--- src/rtl/stat_pkg.sv ---
package stat_pkg;
  localparam int unsigned FLAG_W_DEF = 7;
  localparam int unsigned NUM_REGS_DEF = 4;

  function automatic logic odd_ones(input logic [FLAG_W_DEF-1:0] v);
    return ^v;
  endfunction
endpackage

--- src/rtl/stat_slice.sv ---
module stat_slice #(
  parameter int unsigned FLAG_W = 7,
  parameter logic [FLAG_W-1:0] ERR_BITS = '1
) (
  input  logic              clk_i,
  input  logic              rst_ni,
  input  logic              upd_i,
  input  logic [FLAG_W-1:0] evt_i,
  input  logic              rd_i,
  output logic [FLAG_W:0]   byte_o,
  output logic              err_nxt_o
);
  logic [FLAG_W-1:0] flags_q, pend_q, flags_d;
  logic              clr_q;

  // set wins over clear: OR in after masking
  assign flags_d   = (clr_q ? '0 : flags_q) | evt_i | pend_q;
  assign err_nxt_o = |(flags_d & ERR_BITS);
  assign byte_o    = {^flags_q, flags_q};

  always_ff @(posedge clk_i or negedge rst_ni) begin
    if (!rst_ni) begin
      flags_q <= '0;
      pend_q  <= '0;
      clr_q   <= 1'b0;
    end else if (upd_i) begin
      flags_q <= flags_d;
      pend_q  <= '0;
      clr_q   <= rd_i;
    end else begin
      pend_q  <= pend_q | evt_i;
      clr_q   <= clr_q | rd_i;
    end
  end

  AST_FROZEN_LOW: assert property (@(posedge clk_i) disable iff (!rst_ni)
    !upd_i |=> $stable(flags_q));
  AST_SET_LANDS: assert property (@(posedge clk_i) disable iff (!rst_ni)
    upd_i |=> ((flags_q & $past(evt_i)) == $past(evt_i)));
  AST_PEND_MERGED: assert property (@(posedge clk_i) disable iff (!rst_ni)
    upd_i |=> ((flags_q & $past(pend_q)) == $past(pend_q)));
  AST_CLEAR_DONE: assert property (@(posedge clk_i) disable iff (!rst_ni)
    (upd_i && clr_q && evt_i == '0 && pend_q == '0) |=> (flags_q == '0));
endmodule

--- src/rtl/stat_err_out.sv ---
module stat_err_out #(
  parameter int unsigned NUM_REGS = 4
) (
  input  logic                clk_i,
  input  logic                rst_ni,
  input  logic                upd_i,
  input  logic [NUM_REGS-1:0] err_nxt_i,
  output logic                err_no
);
  logic err_q;

  always_ff @(posedge clk_i or negedge rst_ni) begin
    if (!rst_ni)    err_q <= 1'b0;
    else if (upd_i) err_q <= |err_nxt_i;
  end

  assign err_no = ~err_q;

  AST_PIN_STILL: assert property (@(posedge clk_i) disable iff (!rst_ni)
    !upd_i |=> $stable(err_no));
endmodule

--- src/rtl/stat_bank_top.sv ---
module stat_bank_top #(
  parameter int unsigned NUM_REGS = stat_pkg::NUM_REGS_DEF,
  parameter int unsigned FLAG_W   = stat_pkg::FLAG_W_DEF,
  parameter logic [NUM_REGS*FLAG_W-1:0] ERR_MASK = {NUM_REGS{7'b000_1111}}
) (
  input  logic                         clk_i,
  input  logic                         rst_ni,
  input  logic [NUM_REGS*FLAG_W-1:0]   evt_i,
  input  logic                         csb_i,
  input  logic [NUM_REGS-1:0]          rd_stb_i,
  output logic [NUM_REGS*(FLAG_W+1)-1:0] stat_o,
  output logic                         err_no
);
  localparam int unsigned BYTE_W = FLAG_W + 1;

  logic [NUM_REGS-1:0]        err_nxt;
  logic [NUM_REGS*FLAG_W-1:0] flag_vec;
  logic                       upd;

  assign upd = csb_i;

  for (genvar r = 0; r < NUM_REGS; r++) begin : g_reg
    stat_slice #(
      .FLAG_W  (FLAG_W),
      .ERR_BITS(ERR_MASK[r*FLAG_W +: FLAG_W])
    ) u_slice (
      .clk_i    (clk_i),
      .rst_ni   (rst_ni),
      .upd_i    (upd),
      .evt_i    (evt_i[r*FLAG_W +: FLAG_W]),
      .rd_i     (rd_stb_i[r]),
      .byte_o   (stat_o[r*BYTE_W +: BYTE_W]),
      .err_nxt_o(err_nxt[r])
    );
    assign flag_vec[r*FLAG_W +: FLAG_W] = stat_o[r*BYTE_W +: FLAG_W];
  end

  stat_err_out #(.NUM_REGS(NUM_REGS)) u_err (
    .clk_i    (clk_i),
    .rst_ni   (rst_ni),
    .upd_i    (upd),
    .err_nxt_i(err_nxt),
    .err_no   (err_no)
  );

  AST_PIN_MATCHES_FLAGS: assert property (@(posedge clk_i) disable iff (!rst_ni)
    err_no == !(|(flag_vec & ERR_MASK)));
  AST_RESET_CLEAN: assert property (@(posedge clk_i) disable iff (!rst_ni)
    $rose(rst_ni) |-> (flag_vec == '0));
endmodule

--- config.mk ---
export PLATFORM = sky130hd
export DESIGN_NAME = stat_bank_top
export DESIGN_NICKNAME = d
export VERILOG_FILES = /design/src/rtl/stat_pkg.sv /design/src/rtl/stat_slice.sv /design/src/rtl/stat_err_out.sv /design/src/rtl/stat_bank_top.sv
export SDC_FILE = /design/constraint.sdc
export NUM_CORES = 1
export LEC_CHECK = 0
export BUFFER_PORTS_ARGS = -buffer_cell sky130_fd_sc_hd__buf_4
export CAP_MARGIN = 10
export CORE_MARGIN = 4
export CORE_UTILIZATION = 45
export CTS_BUF_LIST = sky130_fd_sc_hd__clkbuf_8 sky130_fd_sc_hd__clkbuf_16
export CTS_CLUSTER_DIAMETER = 100
export DETAILED_ROUTE_END_ITERATION = 12
export GPL_TIMING_DRIVEN = 0
export PLACE_DENSITY = 0.8
export SLEW_MARGIN = 5
export SYNTH_ARGS = -nofsm -noshare
export SYNTH_HDL_FRONTEND = slang
export SYNTH_HIERARCHICAL = 1
export SYNTH_SLANG_ARGS = --single-unit
--- constraint.sdc ---
create_clock -name clk_i -period 1.29 [get_ports clk_i]
set_input_delay 0.129 -clock clk_i [delete_from_list [all_inputs] [get_ports clk_i]]
set_output_delay 0.129 -clock clk_i [all_outputs]
set_load 0.02 [all_outputs]
# Word-level counts from Yosys, hierarchy flattened
# Cells that the tools add are included.
# W data, S select, Z words.
totals:
  word_cells: 47
  rom_bits: 0
  ram_bits: 0
  out_inout_bits: 33
  register_bits: 61
  latch_bits: 0
  memories: 0
  in_bits: 35
classes:
  bitwise_logic: 17
  n_reduce_logical: 5
  n_eq_ne: 0
  shifts: 0
  div: 0
  addsub: 0
  n_lt_le_gt_ge: 0
  muxes: 12
  n_mul: 0
ops:
  columns: ["op", "count"]
  rows:
  - ["$or A7 B7 Y7", 12]
  - ["$mux W7", 8]
  - ["$reduce_xor A7 Y1", 4]
  - ["$reduce_or A16 Y1", 1]
  - ["$mux W1", 4]
  - ["$or A1 B1 Y1", 4]
  - ["$not A1 Y1", 1]

# Longest topological paths before layout
logic_depth:
  depth_word: 4
  depth_mapped: 4
  mapped_depth_nobuf: 4

# Cells and area by module
# Netlist, hierarchy kept.
modules_own_cells:
  columns: ["mod", "n_inst", "cells_each", "seq_area_each_um2", "area_each_um2"]
  rows:
  - ["stat_slice", 4, 47, 375.4, 593.1]
  - ["stat_err_out", 1, 4, 25.0, 50.0]

# Worst setup path before layout
# Ideal clock, no wire load.
synth_path:
  path_type: "reg-to-reg"
  startpoint: "register g_reg[1].u_slice.flags_q[3]"
  endpoint: "register u_err.err_q"
  required_time_ns: 1.158
  setup_time_ns: 0.132
  n_path_buf: 0
  setup_slack_ns: -0.128
  stages_incl_launch_ff: 5
  t_arrival_ns: 1.286
  period_less_slack_ns: 1.418
  cell_sequence: "dfrtp_1 nor4_1 o2111ai_1 o41ai_2 o21ai_1"
synth_via:
  elab_chain_cells: 4
synth_rtl:
  columns: ["element", "line_no", "text"]
  rows:
  - ["from (decl)", "stat_slice.sv:13", "logic [FLAG_W-1:0] flags_q, pend_q, flags_d;"]
  - ["from (signal assigned)", "stat_slice.sv:27", "flags_q <= flags_d;"]
  - ["$mux W7", "stat_slice.sv:17", "assign flags_d = (clr_q ? '0 : flags_q) | evt_i | pend_q;"]
  - ["$or A7 B7 Y7 (2 in a row)", "stat_slice.sv:17", null]
  - ["$reduce_or A16 Y1", "stat_err_out.sv:14", "else if (upd_i) err_q <= |err_nxt_i;"]
  - ["to (signal assigned)", "stat_err_out.sv:14", null]
  - ["to (decl)", "stat_err_out.sv:10", "logic err_q;"]
# No other way between the ends.
# A chain may end at the register's enable or synchronous reset.

# Worst setup path after layout
layout_path:
  startpoint: "register g_reg[2].u_slice.flags_q[0]"
  endpoint: "output port stat_o[23]"
layout_via:
  elab_chain_cells: 1
layout_rtl:
  columns: ["element", "line_no", "text"]
  rows:
  - ["from (decl)", "stat_slice.sv:13", null]
  - ["from (signal assigned)", "stat_slice.sv:27", null]
  - ["$reduce_xor A7 Y1", "stat_slice.sv:19", "assign byte_o = {^flags_q, flags_q};"]
  - ["to (decl)", "stat_bank_top.sv:11", "output logic [NUM_REGS*(FLAG_W+1)-1:0] stat_o,"]
# No other way between the ends.

==> results.sh <==
export IMPL_status="finished with violations"
export IMPL_cts_max_level=3
export IMPL_drc=0
export IMPL_clkTransAtPathRegs_ns=0.07
export IMPL_vdd_drop_max_uv=1140
export IMPL_die_h_um=81.4
export IMPL_nets=321
export IMPL_r2r_start="g_reg[2].u_slice/flags_q[0]"
export IMPL_fillCellCount=406
export IMPL_final_common_cell="buf_4"
export IMPL_fin_cells=361
export IMPL_drive_gt1_share_pct=39.9
export IMPL_r2r_slack_ns=-0.26
export IMPL_hold_viol=0
export IMPL_routed_wl_mm=5.65
export IMPL_fin_crit_ns=1.64
export IMPL_ios=68
export IMPL_grt_max_degree=62
export IMPL_cap_viol_max_count=0
export IMPL_num_rows=26
export IMPL_hold_path_startpoint="csb_i"
export IMPL_p_leak_nw=1.65
export IMPL_powerDensity_nw_per_um2=1640
export IMPL_cts_root_buf="clkbuf_8"
export IMPL_max_freq_ghz=0.610
export IMPL_mostFrequentLayoutCells="buf_4, nor2_1, dfrtp_1, o2bb2ai_1, clkbuf_8"
export IMPL_arrival_ns=1.51
export IMPL_portBuffers=67
export IMPL_grt_pass1_vias=1910
export IMPL_avgSynthCellArea_um2=12.6
export IMPL_area_growth_pct=43.2
export IMPL_min_period_over_period_pct=127
export IMPL_reg2reg_depth=5
export IMPL_firstDrtPassIters=4
export IMPL_vias_per_cell=5.12
export IMPL_syn_area_um2=2420
export IMPL_hpwl_mm=3.67
export IMPL_r2r_end="u_err/err_q"
export IMPL_final_util_pct=67.1
export IMPL_hold_depth=2
export IMPL_fin_tns_setup_ns=-1.59
export IMPL_dp_slack_ns=-0.160
export IMPL_hp_class="input pin to register"
export IMPL_ys_seq_area_share_pct=63.0
export IMPL_initial_core_util_pct=46.8
export IMPL_setup_viol=5
export IMPL_globalRouteTotalUtil_pct=18.3
export IMPL_violations="setup timing"
export IMPL_slew_headroom_pct=50.4
export IMPL_hold_end="u_err/err_q"
export IMPL_syn_nets=227
export IMPL_synth_cells=192
export IMPL_gp_congestion=0.755
export IMPL_grt_setup_unrepaired="yes"
export IMPL_ant_nets=0
export IMPL_required_ns=1.16
export IMPL_slew_violations=0
export IMPL_grt_pass1_wl_mm=9.01
export IMPL_clock_sinks=61
export IMPL_synth_cell_types=13
export IMPL_first_iter_violations=69
export IMPL_crit_path_start_kind="register"
export IMPL_cts_tree="done"
export IMPL_ys_ff_latch=61
export IMPL_wl_per_cell_um=15.7
export IMPL_crit_type="register to primary output"
export IMPL_vias=1850
export IMPL_skew_ns=0.0109
export IMPL_placed_cells=329
export IMPL_worst_pin_slew_ns=0.744
export IMPL_antenna_found_initial=0
export IMPL_fin_ws_ns=-0.349
export IMPL_core_um2=5170
export IMPL_numCtsBuffers=9
export IMPL_cts_buffer_depth=2
export IMPL_insertion_delay_ns=0.33
export IMPL_crit_fanout=2
export IMPL_die_area_um2=6620
export IMPL_worst_setup_path_end_kind="primary output"
export IMPL_die_w_um=81.4
export IMPL_num_antenna_cells=0
export IMPL_ys_warn_count=6
export IMPL_grt_overflow=0
## sequential cells by signal, summed over array words and instances (netlist names)
name and count:
g.u_slice/flags_q 28, u_err/err_q 1, g.u_slice/pend_q 28, g.u_slice/clr_q 4
## worst max-delay path: stages, from the launching register on
cell and delay, ns:
dfrtp_1 0.40, xnor3_1 0.38, xnor3_2 0.25, buf_6 0.14
## logic make-up after synthesis
family                    synth area share [%]
AOI/OAI and AO/OA                         13.7
xor gates and xnor gates                  10.3
buffers and inverters                     1.60
DFF                                       63.0
and+or+nand+nor                           11.4
## routing by layer
layer  routed length [µm]  part of all wire [%]  track usage [%]
met3                  283                   5.0             4.21
met5                    0                     0                0
met1                 2460                    43             23.7
met4                   89                   1.6             8.61
met2                 2820                    50             29.0
## through the flow
| step | power (mW) | instance area [µm²] | hold slack (ns) |
|---|---|---|---|
| 3_3_place_gp | 3.59 | 3020 | 0.241 |
| 5_1_grt | 5.94 | 3470 | 0.0230 |
| 3_5_place_dp | 3.62 | 3020 | 0.248 |
| 2_1_floorplan | 3.05 | 2430 | -0.167 |
| 6_report | 5.69 | 3470 | 0.0200 |
| 4_1_cts | 5.68 | 3410 | 0.00933 |
## where the power goes
part | total, mW | switching (mW) | internal [mW] | leakage, nW
combinational | 1.54 | 0.700 | 0.843 | 0.818
sequential | 2.24 | 0.152 | 2.09 | 0.711
clock | 1.90 | 0.720 | 1.18 | 0.121
## Yosys cell counts (all sizes together)
library cell  count  share of area [%]
nor4              8                2.1
o2bb2ai          28                 10
nand2             4               0.62
o41ai             1               0.67
dfrtp            61                 63
buf               4               0.83
inv               5               0.77
xnor2             8                2.9
a21o              4                1.2
o21ai             1               0.21
nor2             56                8.7
xnor3             8                7.4
o2111ai           4                1.4
## how the worst max path moves through the flow
| stage | start | to | slack [ns] | cells after the start |
|---|---|---|---|---|
| 3_5_place_dp | g_reg[1].u_slice/pend_q[3] | u_err/err_q | -0.16 | 4 |
| 4_1_cts | g_reg[0].u_slice/flags_q[0] | stat_o[7] | -0.35 | 3 |
| 2_1_floorplan | g_reg[1].u_slice/flags_q[2] | u_err/err_q | -0.10 | 4 |
| 5_1_grt | g_reg[2].u_slice/flags_q[0] | stat_o[23] | -0.43 | 3 |
| 3_3_place_gp | g_reg[1].u_slice/pend_q[3] | u_err/err_q | -0.17 | 4 |
| 6_report | g_reg[2].u_slice/flags_q[0] | stat_o[23] | -0.35 | 3 |
## timing repair
action                                  CTS  global route
pin swaps                                 7             5
hold buffers                              5             0
endpoints found under the hold margin    65             0
gates resized for setup                   7             8
endpoints found under the setup margin    5             5
buffers inserted                         10             1
## layout make-up
type / instances / area (µm²) / area share [%]
multi-input combinational: 122 / 930 / 26.8
sequential: 61 / 1530 / 44.2
timing repair buffer: 83 / 654 / 18.9
inverter: 5 / 18.8 / 0.541
clock buffer: 11 / 151 / 4.36
clock inverter: 5 / 73.8 / 2.13
buffer: 4 / 20.0 / 0.577
tap: 70 / 87.6 / 2.52
No activity file was read; power rests on OpenSTA's default activity.
